## config.mk

```make
export PLATFORM = sky130hd
export DESIGN_NAME = pbus_master
export DESIGN_NICKNAME = d
export VERILOG_FILES = /design/src/rtl/pbus_pkg.sv /design/src/rtl/pbus_addr.sv /design/src/rtl/pbus_seq.sv /design/src/rtl/pbus_drive.sv /design/src/rtl/pbus_master.sv
export SDC_FILE = /design/constraint.sdc
export NUM_CORES = 1
export LEC_CHECK = 0
export CAP_MARGIN = 15
export CORE_MARGIN = 2
export CORE_UTILIZATION = 48
export CTS_CLUSTER_SIZE = 8
export DETAILED_ROUTE_END_ITERATION = 10
export HOLD_SLACK_MARGIN = 0.03
export PLACE_DENSITY = 0.88
export SYNTH_ARGS = -nofsm -noshare
export SYNTH_HDL_FRONTEND = slang
export SYNTH_SLANG_ARGS = --single-unit
```

## constraint.sdc

```tcl
create_clock -name clk -period 4.31 [get_ports clk]
set_input_delay 0.862 -clock clk [delete_from_list [all_inputs] [get_ports clk]]
set_output_delay 0.862 -clock clk [all_outputs]
set_load 0.01 [all_outputs]
```

## src/rtl/pbus_pkg.sv

```systemverilog
package pbus_pkg;

    typedef enum logic [2:0] {
        PH_IDLE = 3'd0,
        PH_ALO  = 3'd1,
        PH_AHI  = 3'd2,
        PH_BEG  = 3'd3,
        PH_MID  = 3'd4,
        PH_END  = 3'd5
    } phase_e;

    localparam logic [1:0] MUX_NONE   = 2'b00;
    localparam logic [1:0] MUX_PART   = 2'b01;
    localparam logic [1:0] MUX_FULL8  = 2'b10;
    localparam logic [1:0] MUX_FULL16 = 2'b11;

    localparam logic [1:0] STEP_UP    = 2'b01;
    localparam logic [1:0] STEP_DOWN  = 2'b10;

    function automatic logic pin_level(input logic act, input logic pol);
        return act ? pol : ~pol;
    endfunction

endpackage

```

## src/rtl/pbus_addr.sv

```systemverilog
module pbus_addr
    import pbus_pkg::*;
#(
    parameter int DW = 16
) (
    input  logic          clk,
    input  logic          rst_n,
    input  logic          load,
    input  logic [DW-1:0] load_val,
    input  logic          step_en,
    input  logic [1:0]    step_mode,
    input  logic          cs2_en,
    input  logic          cs1_en,
    output logic [DW-1:0] addr_q
);
    localparam int CS2_BIT = DW - 1;
    localparam int CS1_BIT = DW - 2;

    logic [DW-1:0] addr_d;
    logic [DW-1:0] part_m;
    logic [DW-1:0] up_v;
    logic [DW-1:0] dn_v;

    always_comb begin
        part_m = '1;
        if (cs2_en) part_m[CS2_BIT] = 1'b0;
        if (cs1_en) part_m[CS1_BIT] = 1'b0;
        // holes filled with ones let a carry ripple across them
        up_v = (addr_q | ~part_m) + {{(DW-1){1'b0}}, 1'b1};
        // holes filled with zeros let a borrow ripple across them
        dn_v = (addr_q & part_m) - {{(DW-1){1'b0}}, 1'b1};
        addr_d = addr_q;
        if (load) begin
            addr_d = load_val;
        end else if (step_en) begin
            case (step_mode)
                STEP_UP:   addr_d = (up_v & part_m) | (addr_q & ~part_m);
                STEP_DOWN: addr_d = (dn_v & part_m) | (addr_q & ~part_m);
                default:   addr_d = addr_q;
            endcase
        end
    end

    always_ff @(posedge clk or negedge rst_n) begin
        if (!rst_n) addr_q <= '0;
        else        addr_q <= addr_d;
    end

    // reserved and zero step codes leave the address alone
    a_r5_hold_codes: assert property (@(posedge clk) disable iff (!rst_n)
        (step_en && !load && step_mode != STEP_UP && step_mode != STEP_DOWN)
        |=> $stable(addr_q));

    // an enabled chip select freezes its address bit through stepping
    a_r6_cs2_frozen: assert property (@(posedge clk) disable iff (!rst_n)
        (step_en && !load && cs2_en) |=> addr_q[CS2_BIT] == $past(addr_q[CS2_BIT]));

    a_r6_cs1_frozen: assert property (@(posedge clk) disable iff (!rst_n)
        (step_en && !load && cs1_en) |=> addr_q[CS1_BIT] == $past(addr_q[CS1_BIT]));

endmodule

```

## src/rtl/pbus_seq.sv

```systemverilog
module pbus_seq
    import pbus_pkg::*;
#(
    parameter int DW    = 16,
    parameter int WAITW = 4
) (
    input  logic             clk,
    input  logic             rst_n,
    input  logic             req,
    input  logic             req_write,
    input  logic [DW-1:0]    wdata,
    input  logic [1:0]       mux,
    input  logic             wide,
    input  logic [WAITW-1:0] wait_beg,
    input  logic [WAITW-1:0] wait_mid,
    input  logic [WAITW-1:0] wait_end,
    input  logic [DW-1:0]    din,
    output phase_e           phase,
    output logic             wr_q,
    output logic [DW-1:0]    wd_q,
    output logic [DW-1:0]    rdata,
    output logic             busy,
    output logic             done
);
    localparam int HW = DW / 2;
    localparam logic [WAITW-1:0] CNT_ONE = {{(WAITW-1){1'b0}}, 1'b1};

    typedef struct packed {
        phase_e           ph;
        logic [WAITW-1:0] cnt;
        logic             wr;
        logic [DW-1:0]    wd;
        logic [DW-1:0]    rd;
    } seq_t;

    seq_t s_d, s_q;

    always_comb begin
        s_d  = s_q;
        done = 1'b0;
        case (s_q.ph)
            PH_IDLE: begin
                if (req) begin
                    s_d.wr  = req_write;
                    s_d.wd  = wdata;
                    s_d.cnt = '0;
                    s_d.ph  = (mux == MUX_NONE) ? PH_BEG : PH_ALO;
                end
            end
            PH_ALO: s_d.ph = (mux == MUX_FULL8) ? PH_AHI : PH_BEG;
            PH_AHI: s_d.ph = PH_BEG;
            PH_BEG: begin
                if (s_q.cnt == wait_beg) begin
                    s_d.ph  = PH_MID;
                    s_d.cnt = '0;
                end else begin
                    s_d.cnt = s_q.cnt + CNT_ONE;
                end
            end
            PH_MID: begin
                if (s_q.cnt == wait_mid) begin
                    s_d.ph  = PH_END;
                    s_d.cnt = '0;
                    if (!s_q.wr) begin
                        s_d.rd = wide ? din : {{HW{1'b0}}, din[HW-1:0]};
                    end
                end else begin
                    s_d.cnt = s_q.cnt + CNT_ONE;
                end
            end
            PH_END: begin
                if (s_q.cnt == wait_end) begin
                    s_d.ph  = PH_IDLE;
                    s_d.cnt = '0;
                    done    = 1'b1;
                end else begin
                    s_d.cnt = s_q.cnt + CNT_ONE;
                end
            end
            default: s_d.ph = PH_IDLE;
        endcase
    end

    always_ff @(posedge clk or negedge rst_n) begin
        if (!rst_n) s_q <= '0;
        else        s_q <= s_d;
    end

    assign phase = s_q.ph;
    assign wr_q  = s_q.wr;
    assign wd_q  = s_q.wd;
    assign rdata = s_q.rd;
    assign busy  = (s_q.ph != PH_IDLE);

    // the transfer direction is fixed for the whole busy period
    a_r13_dir_locked: assert property (@(posedge clk) disable iff (!rst_n)
        (busy && $past(busy)) |-> $stable(s_q.wr));

    // the middle phase is entered only from the beginning phase
    a_r7_mid_entry: assert property (@(posedge clk) disable iff (!rst_n)
        (s_q.ph == PH_MID && $past(s_q.ph) != PH_MID) |-> $past(s_q.ph) == PH_BEG);

    // read data changes only on leaving the middle phase
    a_r12_capture_point: assert property (@(posedge clk) disable iff (!rst_n)
        !$stable(s_q.rd) |-> $past(s_q.ph) == PH_MID);

endmodule

```

## src/rtl/pbus_drive.sv

```systemverilog
module pbus_drive
    import pbus_pkg::*;
#(
    parameter int DW = 16
) (
    input  logic          clk,
    input  logic          rst_n,
    input  phase_e        phase,
    input  logic          wr,
    input  logic [DW-1:0] wd,
    input  logic [DW-1:0] addr,
    input  logic          sep,
    input  logic          pol_rd,
    input  logic          pol_wr,
    input  logic          pol_all,
    input  logic          pol_alh,
    input  logic          pol_cs2,
    input  logic          pol_cs1,
    input  logic          cs2_en,
    input  logic          cs1_en,
    input  logic [1:0]    mux,
    input  logic          wide,
    output logic [DW-1:0] bus_addr,
    output logic          bus_cs2,
    output logic          bus_cs1,
    output logic          bus_all,
    output logic          bus_alh,
    output logic          bus_rd,
    output logic          bus_wr,
    output logic [DW-1:0] bus_dout,
    output logic          bus_doe
);
    localparam int HW = DW / 2;

    logic [DW-1:0] ma;
    logic active, data_ph, rd_act, wr_act, all_act, alh_act;

    always_comb begin
        ma = addr;
        if (cs2_en) ma[DW-1] = 1'b0;
        if (cs1_en) ma[DW-2] = 1'b0;

        active  = (phase != PH_IDLE);
        data_ph = (phase == PH_BEG) || (phase == PH_MID) || (phase == PH_END);
        all_act = (phase == PH_ALO);
        alh_act = (phase == PH_AHI) || ((phase == PH_ALO) && (mux == MUX_FULL16));

        if (sep) begin
            rd_act = (phase == PH_MID) && !wr;
            wr_act = (phase == PH_MID) && wr;
        end else begin
            rd_act = active && !wr;
            wr_act = (phase == PH_MID);
        end

        bus_all = pin_level(all_act, pol_all);
        bus_alh = pin_level(alh_act, pol_alh);
        bus_rd  = pin_level(rd_act, pol_rd);
        bus_wr  = pin_level(wr_act, pol_wr);
        bus_cs2 = pin_level(active && cs2_en, pol_cs2);
        bus_cs1 = pin_level(active && cs1_en, pol_cs1);

        case (mux)
            MUX_NONE: bus_addr = ma;
            MUX_PART: bus_addr = {ma[DW-1:HW], {HW{1'b0}}};
            default:  bus_addr = '0;
        endcase

        bus_doe  = 1'b0;
        bus_dout = '0;
        case (phase)
            PH_ALO: begin
                bus_doe  = 1'b1;
                bus_dout = (mux == MUX_FULL16) ? ma : {{HW{1'b0}}, ma[HW-1:0]};
            end
            PH_AHI: begin
                bus_doe  = 1'b1;
                bus_dout = {{HW{1'b0}}, ma[DW-1:HW]};
            end
            default: begin
                if (data_ph && wr) begin
                    bus_doe  = 1'b1;
                    bus_dout = wide ? wd : {{HW{1'b0}}, wd[HW-1:0]};
                end
            end
        endcase
    end

    // separate strobes are never active together
    a_r3_strobe_excl: assert property (@(posedge clk) disable iff (!rst_n)
        sep |-> !(rd_act && wr_act));

    // the data lines are released in the data phases of a read
    a_r12_read_release: assert property (@(posedge clk) disable iff (!rst_n)
        (data_ph && !wr) |-> !bus_doe);

    // the latch strobes rest at their inactive level while idle
    a_r1_idle_latches: assert property (@(posedge clk) disable iff (!rst_n)
        (phase == PH_IDLE) |-> (bus_all == ~pol_all) && (bus_alh == ~pol_alh));

endmodule

```

## src/rtl/pbus_master.sv

```systemverilog
module pbus_master
    import pbus_pkg::*;
#(
    parameter int DW    = 16,
    parameter int WAITW = 4
) (
    input  logic             clk,
    input  logic             rst_n,
    input  logic             cfg_sep_strobes,
    input  logic             cfg_pol_rd,
    input  logic             cfg_pol_wr,
    input  logic             cfg_pol_all,
    input  logic             cfg_pol_alh,
    input  logic             cfg_pol_cs2,
    input  logic             cfg_pol_cs1,
    input  logic             cfg_cs2_en,
    input  logic             cfg_cs1_en,
    input  logic [1:0]       cfg_step,
    input  logic [1:0]       cfg_mux,
    input  logic             cfg_wide,
    input  logic [WAITW-1:0] cfg_wait_beg,
    input  logic [WAITW-1:0] cfg_wait_mid,
    input  logic [WAITW-1:0] cfg_wait_end,
    input  logic             host_addr_wr,
    input  logic [DW-1:0]    host_addr_val,
    input  logic             host_req,
    input  logic             host_write,
    input  logic [DW-1:0]    host_wdata,
    output logic             host_busy,
    output logic [DW-1:0]    host_rdata,
    output logic [DW-1:0]    host_addr,
    output logic [DW-1:0]    bus_addr,
    output logic             bus_cs2,
    output logic             bus_cs1,
    output logic             bus_all,
    output logic             bus_alh,
    output logic             bus_rd,
    output logic             bus_wr,
    output logic [DW-1:0]    bus_dout,
    output logic             bus_doe,
    input  logic [DW-1:0]    bus_din
);
    phase_e        phase;
    logic          wr_q, done, busy;
    logic [DW-1:0] wd_q;

    pbus_seq #(.DW(DW), .WAITW(WAITW)) u_seq (
        .clk(clk), .rst_n(rst_n),
        .req(host_req), .req_write(host_write), .wdata(host_wdata),
        .mux(cfg_mux), .wide(cfg_wide),
        .wait_beg(cfg_wait_beg), .wait_mid(cfg_wait_mid), .wait_end(cfg_wait_end),
        .din(bus_din),
        .phase(phase), .wr_q(wr_q), .wd_q(wd_q), .rdata(host_rdata),
        .busy(busy), .done(done)
    );

    pbus_addr #(.DW(DW)) u_addr (
        .clk(clk), .rst_n(rst_n),
        .load(host_addr_wr && !busy), .load_val(host_addr_val),
        .step_en(done), .step_mode(cfg_step),
        .cs2_en(cfg_cs2_en), .cs1_en(cfg_cs1_en),
        .addr_q(host_addr)
    );

    pbus_drive #(.DW(DW)) u_drive (
        .clk(clk), .rst_n(rst_n),
        .phase(phase), .wr(wr_q), .wd(wd_q), .addr(host_addr),
        .sep(cfg_sep_strobes),
        .pol_rd(cfg_pol_rd), .pol_wr(cfg_pol_wr),
        .pol_all(cfg_pol_all), .pol_alh(cfg_pol_alh),
        .pol_cs2(cfg_pol_cs2), .pol_cs1(cfg_pol_cs1),
        .cs2_en(cfg_cs2_en), .cs1_en(cfg_cs1_en),
        .mux(cfg_mux), .wide(cfg_wide),
        .bus_addr(bus_addr), .bus_cs2(bus_cs2), .bus_cs1(bus_cs1),
        .bus_all(bus_all), .bus_alh(bus_alh),
        .bus_rd(bus_rd), .bus_wr(bus_wr),
        .bus_dout(bus_dout), .bus_doe(bus_doe)
    );

    assign host_busy = busy;

    // an address load while busy does not disturb the address
    a_r13_load_ignored: assert property (@(posedge clk) disable iff (!rst_n)
        (busy && !done) |=> $stable(host_addr));

endmodule

```

Word level (Yosys, flattened, before mapping)
Cells that the tools add are included.
{ "classes": {"addsub": 3, "n_eq_ne": 17, "n_mux": 36, "n_bitwise": 15, "n_reduce_logical": 25} }
{ "op_table": {"columns": ["operator", "count"], "rows": [
  ["2-to-1 mux 16 bit", 6],
  ["case mux 16 bit (2 select lines)", 3],
  ["AND 16 bit", 4],
  ["OR 16 bit", 3],
  ["2-to-1 mux 24 bit", 1],
  ["case mux 3 bit (6 select lines)", 1],
  ["2-to-1 mux 1 bit", 17],
  ["adder 16 x 1 -> 16 bit, second input constant", 1],
  ["inverter 16 bit", 1],
  ["case mux 4 bit (4 select lines)", 1],
  ["subtractor 16 x 1 -> 16 bit, second input constant", 1],
  ["== test 4 bit", 3],
  ["2-to-1 mux 4 bit", 3],
  ["2-to-1 mux 3 bit", 3],
  ["logical AND 1 bit", 8],
  ["!= test 2 bit, second input constant", 4],
  ["inverter 1 bit", 7],
  ["== test 2 bit, second input constant", 3],
  ["== test 3 x 2 -> 1 bit, second input constant", 2],
  ["== test 3 bit, second input constant", 2],
  ["AND reduction 2 bit", 3],
  ["nonzero test 3 bit", 2],
  ["adder 4 x 1 -> 4 bit, second input constant", 1],
  ["== test 2 x 1 -> 1 bit, second input constant", 2],
  ["other kinds (11)", 14]
]} }
{ "totals": {"register_bits": 56, "output_inout_bits": 72, "wordCells": 102} }

Logic depth before layout (Yosys ltp)
Gate-level depths: netlist of the first run.
{ "depth": {"word_depth": 9, "ltp_mapped": 8} }

By module
A second synthesis of the first run with hierarchy kept.
{ "hier_totals": {"hier_cells": 429, "area_unflattened_um2": 3961.3} }
{ "modules_own_cells": {"columns": ["mod", "n_inst", "cells_each", "area_each_um2", "seq_area_each_um2"], "rows": [
  ["pbus_seq", 1, 187, 2103.3, 1001.0],
  ["pbus_addr", 1, 157, 1298.7, 400.4],
  ["pbus_drive", 1, 84, 545.5, 0.0],
  ["pbus_master", 1, 1, 13.8, 0.0]
]} }

Least setup slack after synthesis of the first run
No wires, ideal clock.
{ "synth_timing": {"kind": "in2out", "start": "in cfg_wide", "end": "out bus_dout[14]", "arrival_time_ns": 1.570, "required_ns": 3.448, "path_slack_ns": 1.878, "path_stages": 4, "path_buffers": 2, "cell_sequence": "buf_1 -> and2_1 -> buf_2 -> a22o_1"} }
{ "synth_between": {"elab_chain_cells": 3} }
{ "synth_rtl": {"columns": ["element", "line_no", "text"], "rows": [
  ["from (decl)", "pbus_master.sv:20", "input logic cfg_wide,"],
  ["2-to-1 mux 16 bit", "pbus_drive.sv:83", "bus_dout = wide ? wd : {{HW{1'b0}}, wd[HW-1:0]};"],
  ["2-to-1 mux 16 bit", "pbus_drive.sv:81", "if (data_ph && wr) begin"],
  ["case mux 16 bit (2 select lines)", "pbus_drive.sv:71", "case (phase)"],
  ["to (decl)", "pbus_master.sv:39", "output logic [DW-1:0] bus_dout,"]
]} }
No other way between the ends.

Worst setup path after layout of the first run
{ "layout_timing": {"start": "in cfg_mux[1]", "end": "out bus_alh"} }
{ "layout_between": {"elab_chain_cells": 4} }
{ "layout_rtl": {"columns": ["element", "line_no", "text"], "rows": [
  ["from (decl)", "pbus_master.sv:19", "input logic [1:0] cfg_mux,"],
  ["== test 2 bit", "pbus_drive.sv:46", "alh_act = (phase == PH_AHI) || ((phase == PH_ALO) && (mux == MUX_FULL16));"],
  ["logical AND 1 bit", "pbus_drive.sv:46", null],
  ["logical OR 1 bit", "pbus_drive.sv:46", null],
  ["2-to-1 mux 1 bit", "pbus_pkg.sv:21", "return act ? pol : ~pol;"],
  ["to (decl)", "pbus_master.sv:36", "output logic bus_alh,"]
]} }
No other way between the ends.

==> results.toml, run 1 <==
[synthesis]
yosysTopAreaCell = "sky130_fd_sc_hd__dfrtp_1"
synthesized_netlist_cell_count = 410
ys_types = 53
asyncSetResetFlopFracSynth_pct = 100
muxShareOfSynthArea_pct = 9.40
yosys.area_share.xor_xnor_pct = 7.85
synth_enable_flop_cells = 0
synth_compound_gate_area_share_pct = 14.1
synthTopCellsByArea = "sky130_fd_sc_hd__dfrtp_1 (37%), sky130_fd_sc_hd__xnor2_1 (6.7%), sky130_fd_sc_hd__mux2_2 (6.2%)"
synth.cells.most_frequent = "sky130_fd_sc_hd__dfrtp_1 (56), sky130_fd_sc_hd__nand2_1 (32), sky130_fd_sc_hd__xnor2_1 (29)"
synth-simple-area-share_pct = 20.7
ys_ff_latch = 56
combined_area_of_all_synthesized_cells_sq_um = 3790
postSynthAreaPerCell_sq_um = 9.25
syn-num-nets = 493
yosys.area.top_type_share_pct = 37.0
synth-seq-area-share_pct = 37.0
synth_top_family_by_area = "simple AND/OR/NAND/NOR gates"
synth_most_common_cell = "sky130_fd_sc_hd__dfrtp_1"
ys.warnings.count = 0
synth-main-ff-cell = "sky130_fd_sc_hd__dfrtp_1"
synthAdderAreaFrac_pct = 1.32

[placed_design]
hpwl_um = 8280
place.port_buffers = 150
place_congestion = 0.943
placement.cell_area_sq_um = 5140
post-place-ws_ps = 541

[drt]
dr.pass1.iters = 8
finalWirelength_um = 11200
antenna_violating_nets_post_route = 0
post-route-drc-count = 0
routed-via-count = 3564
route.detailed.vias_per_inst = 5.73
wl_per_cell_um = 18.0
drt_first_iter_violations = 379

[floorplan]
dieHeight_um = 92.9
floorplan.core_area_sq_um = 7690
die_area_sq_um = 8630
std_cell_rows = 32
start_util_pct = 49.3
die_width_um = 92.9
top_level_i_o_count = 151

[timing]
clock_skews_ps = 6.34
final-setup-viol-count = 0
rsz_0062_raised_after_global_routing = "false"
min_period_ps = 3800
finalSetupTns_ps = 0
finalCritPeriodShare_pct = 88.1
hold_viol = 0
setup_ws_ps = 513
relSlewSlack_pct = 42.3
finalMaxSlewViolations = 0
achievable-frequency_mhz = 263
max_slew.worst_pin.slew_ps = 866

[worst_setup_path]
crit_path_end_kind = "primary output"
timing.critical_path.mode_cell = "sky130_fd_sc_hd__clkdlybuf4s50_1"
cp_slowest_stage_delay_ps = 790
timing.critical_path.cells = "clkdlybuf4s50_1 > and3_1 > nor2_1 > xor2_1 > clkdlybuf4s50_1"
criticalPathCategory = "primary input to primary output"
ff2ff_setup_slack_ps = 2000
family_with_the_most_delay_on_the_worst_path = "buffers and inverters"
cp_num_buf_inv = 2
worstPathRequired_ps = 3450
timing.critical_path.slowest_stage_cell = "sky130_fd_sc_hd__clkdlybuf4s50_1"
worstPathArrival_ps = 2940
critical_path_peak_fanout = 14
worst_setup_path_start_kind = "primary input"

[outcome]
status = "complete, no violations"

[clock_network]
post-cts-setup-buffers = 0
clkSlewWorstSetupHoldPaths_ps = 110
clock_latency_ps = 310
cts_repair_resize_count = 0
cts_buffer_depth = 2
tritoncts = "done"
cts.sink_count = 56
cts-buffers-inserted = 5
hold_buffer_count_at_cts = 0
cts_max_level = 2
cts.root.buffer_cell = "sky130_fd_sc_hd__clkbuf_8"

[layout]
nFillCells = 629
final_net_count = 602
multi_input_logic_area_sq_um = 2020
antenna-diode-count = 0
finish.instance_area_sq_um = 5240
area_growth_pct = 38.3
post_route_cells_drive_above_1_share_pct = 8.46
regArea_sq_um = 1400

[global_route]
first_global_vias = 3466
gr-total-overflow = 0
grt_use_total_pct = 25.4
grt_start_max_net_pins = 39
grt_antenna_before_repair = 0
grt_first_pass_wirelength_um = 17400

[power_and_ir_drop]
pwr_density_cell_nw_per_um2 = 600
vdd_ir_drop_max_mv = 0.381
leakage_power_of_the_design_nw = 2.07

[run]
max_cap_violations = 0

[min_path]
hold_path_class = "flip-flop to flip-flop"
-- sequential cells by signal (all words and copies together), names as in the netlist, named ones only --
signal	flops
u_seq.rdata	16
u_seq.wd_q	16
u_addr.addr_q	14
u_seq.s_q	4
u_seq.phase	3
u_seq.wr_q	1
-- logic make-up (layout without fill, tap and decap cells) --
logic type | Yosys count | count (layout)
and+or+nand+nor | 141 | 141
buffers and inverters | 69 | 179
xor gates and xnor gates | 34 | 34
muxes | 31 | 31
DFF | 56 | 56
adders and majority gates | 4 | 4
AOI/OAI and AO/OA | 75 | 75
-- worst paths after layout --
kind                                      start               to  cells past startpoint
worst min register to register  u_seq.rdata[14]  u_seq.rdata[14]                      2
min in group asynchronous                 rst_n   u_seq.rdata[5]                      1
worst max-delay path                 cfg_mux[1]          bus_alh                      5
worst min-delay path            u_seq.rdata[14]  u_seq.rdata[14]                      2
worst max register to register   u_seq.phase[0]   u_seq.wd_q[13]                      3
max in group asynchronous                 rst_n    u_seq.wd_q[0]                      2
-- area by class of cell --
type	count	area share, %
clock buffers	6	1.57
flip-flops and latches	56	26.7
multi-input cells	285	38.6
well taps	102	2.43
clock inverters	2	0.358
repair buffers	154	29.1
inverters	17	1.22
-- per-stage QoR --
step	hold slack [ps]	power (mW)	cells	utilization (%)
3_5_place_dp	476	2.81	614	66.9
6_report	496	3.15	622	68.2
2_1_floorplan	451	2.07	410	-
4_1_cts	501	3.14	622	68.2
3_3_place_gp	464	2.76	614	66.9
5_1_grt	537	3.34	622	68.2
-- metal layers --
layer  GRT usage (%)  vias to the layer above  routed length [um]
met1            32.8                     1706                4470
met5               0                        -                   0
met2            43.5                      180                5670
met3            4.23                       26                 803
li1                -                     1652                   -
met4            7.97                        0                 235
-- where the power goes --
group          internal (mW)  switching, mW  leakage, nW  total, mW
clock network          0.135          0.186       0.0493      0.320
registers              0.749          0.400        0.698       1.15
logic                  0.945          0.735         1.32       1.68
-- layout by cell type, fill, tap and decap left out, drive strengths merged, types with 4 or more instances in the layout --
master,count
a22o,10
o21ai,18
nor3,14
clkbuf,6
nand2,32
and2,9
nor4,6
inv,18
xnor2,29
xor2,5
a21oi,14
mux2i,6
nor2,22
mux2,25
dfrtp,56
ha,4
a211oi,7
and4,4
buf,5
nor2b,11
nand4,14
clkdlybuf4s50,149
nand3,8
a222oi,8
nand3b,4
-- worst register-to-register path, stage by stage (launching register included) --
cell                      delay, ps
sky130_fd_sc_hd__dfrtp_1        500
sky130_fd_sc_hd__nor3_1         520
sky130_fd_sc_hd__and2_1         760
sky130_fd_sc_hd__mux2_2         420
Power figures use the tool's default switching activity.
==> run 2, diff against run 1 <==
--- a/config.mk
+++ b/config.mk
@@ -10,8 +10,10 @@
 export CORE_UTILIZATION = 48
 export CTS_CLUSTER_SIZE = 8
 export DETAILED_ROUTE_END_ITERATION = 10
+export GPL_ROUTABILITY_DRIVEN = 0
 export HOLD_SLACK_MARGIN = 0.03
 export PLACE_DENSITY = 0.88
+export REMOVE_ABC_BUFFERS = 1
 export SYNTH_ARGS = -nofsm -noshare
 export SYNTH_HDL_FRONTEND = slang
 export SYNTH_SLANG_ARGS = --single-unit
==> results.toml, run 2 (synthesis results as in run 1) <==
[placed_design]
post-place-ws_ps = 617
post-place-cells = 613
hpwl_um = 8670
place.port_buffers = 150
placement.cell_area_sq_um = 5130

[layout]
antenna-diode-count = 0
area_growth_pct = 37.9
finalNonFillerCells = 621
mostFrequentLayoutCells = "sky130_fd_sc_hd__clkdlybuf4s50_1 (149), sky130_fd_sc_hd__dfrtp_1 (56), sky130_fd_sc_hd__nand2_1 (32)"
finish.instance_area_sq_um = 5230
layout.cells.most_common = "sky130_fd_sc_hd__clkdlybuf4s50_1"
final_net_count = 601
post_route_cells_drive_above_1_share_pct = 8.29

[worst_setup_path]
critical_path_peak_fanout = 13
timing.critical_path.slowest_stage_cell = "sky130_fd_sc_hd__a21oi_1"
worstPathRequired_ps = 3450
worst_setup_path_startpoint = "u_seq.phase[2]"
cp_slowest_stage_delay_ps = 600
worst_setup_path_start_kind = "flip-flop"
criticalPathCategory = "flip-flop to primary output"
crit_path_end_kind = "primary output"
critical_r2r_launch = "u_seq.phase[0]"
worstPathArrival_ps = 2890
timing.critical_path.cells = "nand3b_1 > a21oi_1 > and2_1 > a22o_1 > clkdlybuf4s50_1"

[power_and_ir_drop]
combPwrFrac_pct = 53.4
leakage_power_of_the_design_nw = 2.07
power.net_switching_mw = 1.36
totalPowerFinal_mw = 3.17
internal-power_mw = 1.81
pwr_density_cell_nw_per_um2 = 606
switching_share_pct = 42.9
vdd_ir_drop_max_mv = 0.312
seqPwrFrac_pct = 36.5
clock_power_share_pct = 10.1

[timing]
setup_ws_ps = 559
hold_viol = 0
achievable-frequency_mhz = 267
rsz_0062_raised_after_global_routing = "false"
min_period_ps = 3750
finalCritPeriodShare_pct = 87.0
max_slew.worst_pin.slew_ps = 807
finalMaxSlewViolations = 0
relSlewSlack_pct = 46.2
clock_skews_ps = 7.98
finalSetupTns_ps = 0
final-setup-viol-count = 0

[floorplan]
floorplan.core_area_sq_um = 7690
dieHeight_um = 92.9
start_util_pct = 49.3
std_cell_rows = 32
die_area_sq_um = 8630
die_width_um = 92.9
top_level_i_o_count = 151

[global_route]
grt-busiest-layer = "met2"
gr-total-overflow = 0
grt_antenna_before_repair = 0
gr-usage-met3_pct = 7.57
grt_first_pass_wirelength_um = 18000
global_route.usage.met2_pct = 46.7
grt_start_max_net_pins = 57
grt_use_total_pct = 26.8
first_global_vias = 3586
gr-usage-met1_pct = 31.9

[run]
max_cap_violations = 0

[clock_network]
clkSlewWorstSetupHoldPaths_ps = 110
cts_buffer_depth = 2
cts.sink_count = 56
cts.root.buffer_cell = "sky130_fd_sc_hd__clkbuf_8"
hold_buffer_count_at_cts = 0
cts_repair_resize_count = 0
tritoncts = "done"
post-cts-setup-buffers = 0
cts-buffers-inserted = 5
cts_max_level = 2
clock_latency_ps = 320

[drt]
antenna_violating_nets_post_route = 0
drt_first_iter_violations = 375
finalWirelength_um = 11500
dr.pass1.iters = 6
routed-via-count = 3593
wl_per_cell_um = 18.6
route.detailed.vias_per_inst = 5.79
post-route-drc-count = 0

[min_path]
holdCritStartpoint = "u_seq.rdata[15]"
hold_path_class = "flip-flop to flip-flop"

[outcome]
status = "complete, no violations"
## run 2: metal layers
layer,part of all wire (%),vias to the layer above
li1,-,1659
met1,37,1687
met2,51,228
met3,9.8,19
met4,1.4,0
met5,0,-
## run 2: final timing paths
check                                             endpoint  slack, ps  depth (start not counted)
worst max-delay path                           bus_dout[8]        560                          5
worst min-delay path                       u_seq.rdata[15]        490                          2
worst max register to register               u_seq.wd_q[9]       2000                          3
worst min register to register             u_seq.rdata[15]        490                          2
max in group asynchronous       asynchronous set/reset pin       3150                          2
min in group asynchronous                u_addr.addr_q[12]        660                          2
## run 2: area by class of cell
type | count | area [sq um]
Fill cell | 605 | 2460
Multi-Input combinational cell | 285 | 2020
Timing Repair Buffer | 153 | 1520
Sequential cell | 56 | 1400
Tap cell | 102 | 128
Clock buffer | 5 | 68.8
Inverter | 17 | 63.8
Clock inverter | 3 | 25.0
## run 2: worst max-delay path: cells and delay by family, from the launching register on
kind	cells	cell delay [ps]
AOI/OAI and AO/OA	2	790
buffers and inverters	1	550
DFF	1	520
and+or+nand+nor	2	700
## run 2: power by group through the flow
stage | registers [mW] | logic, mW | clock network (mW)
floorplan | 1.07 | 0.849 | 0
detailed placement | 1.15 | 1.69 | 0
CTS | 1.14 | 1.70 | 0.319
global placement | 1.13 | 1.64 | 0
global route | 1.19 | 1.83 | 0.347
finish | 1.16 | 1.69 | 0.319
## run 2: stage by stage
| stage | util (%) | hold WS [ps] |
|---|---|---|
| 2_1_floorplan | - | 480 |
| 3_3_place_gp | 66.8 | 463 |
| 3_5_place_dp | 66.8 | 469 |
| 4_1_cts | 68.0 | 495 |
| 5_1_grt | 68.0 | 525 |
| 6_report | 68.0 | 492 |
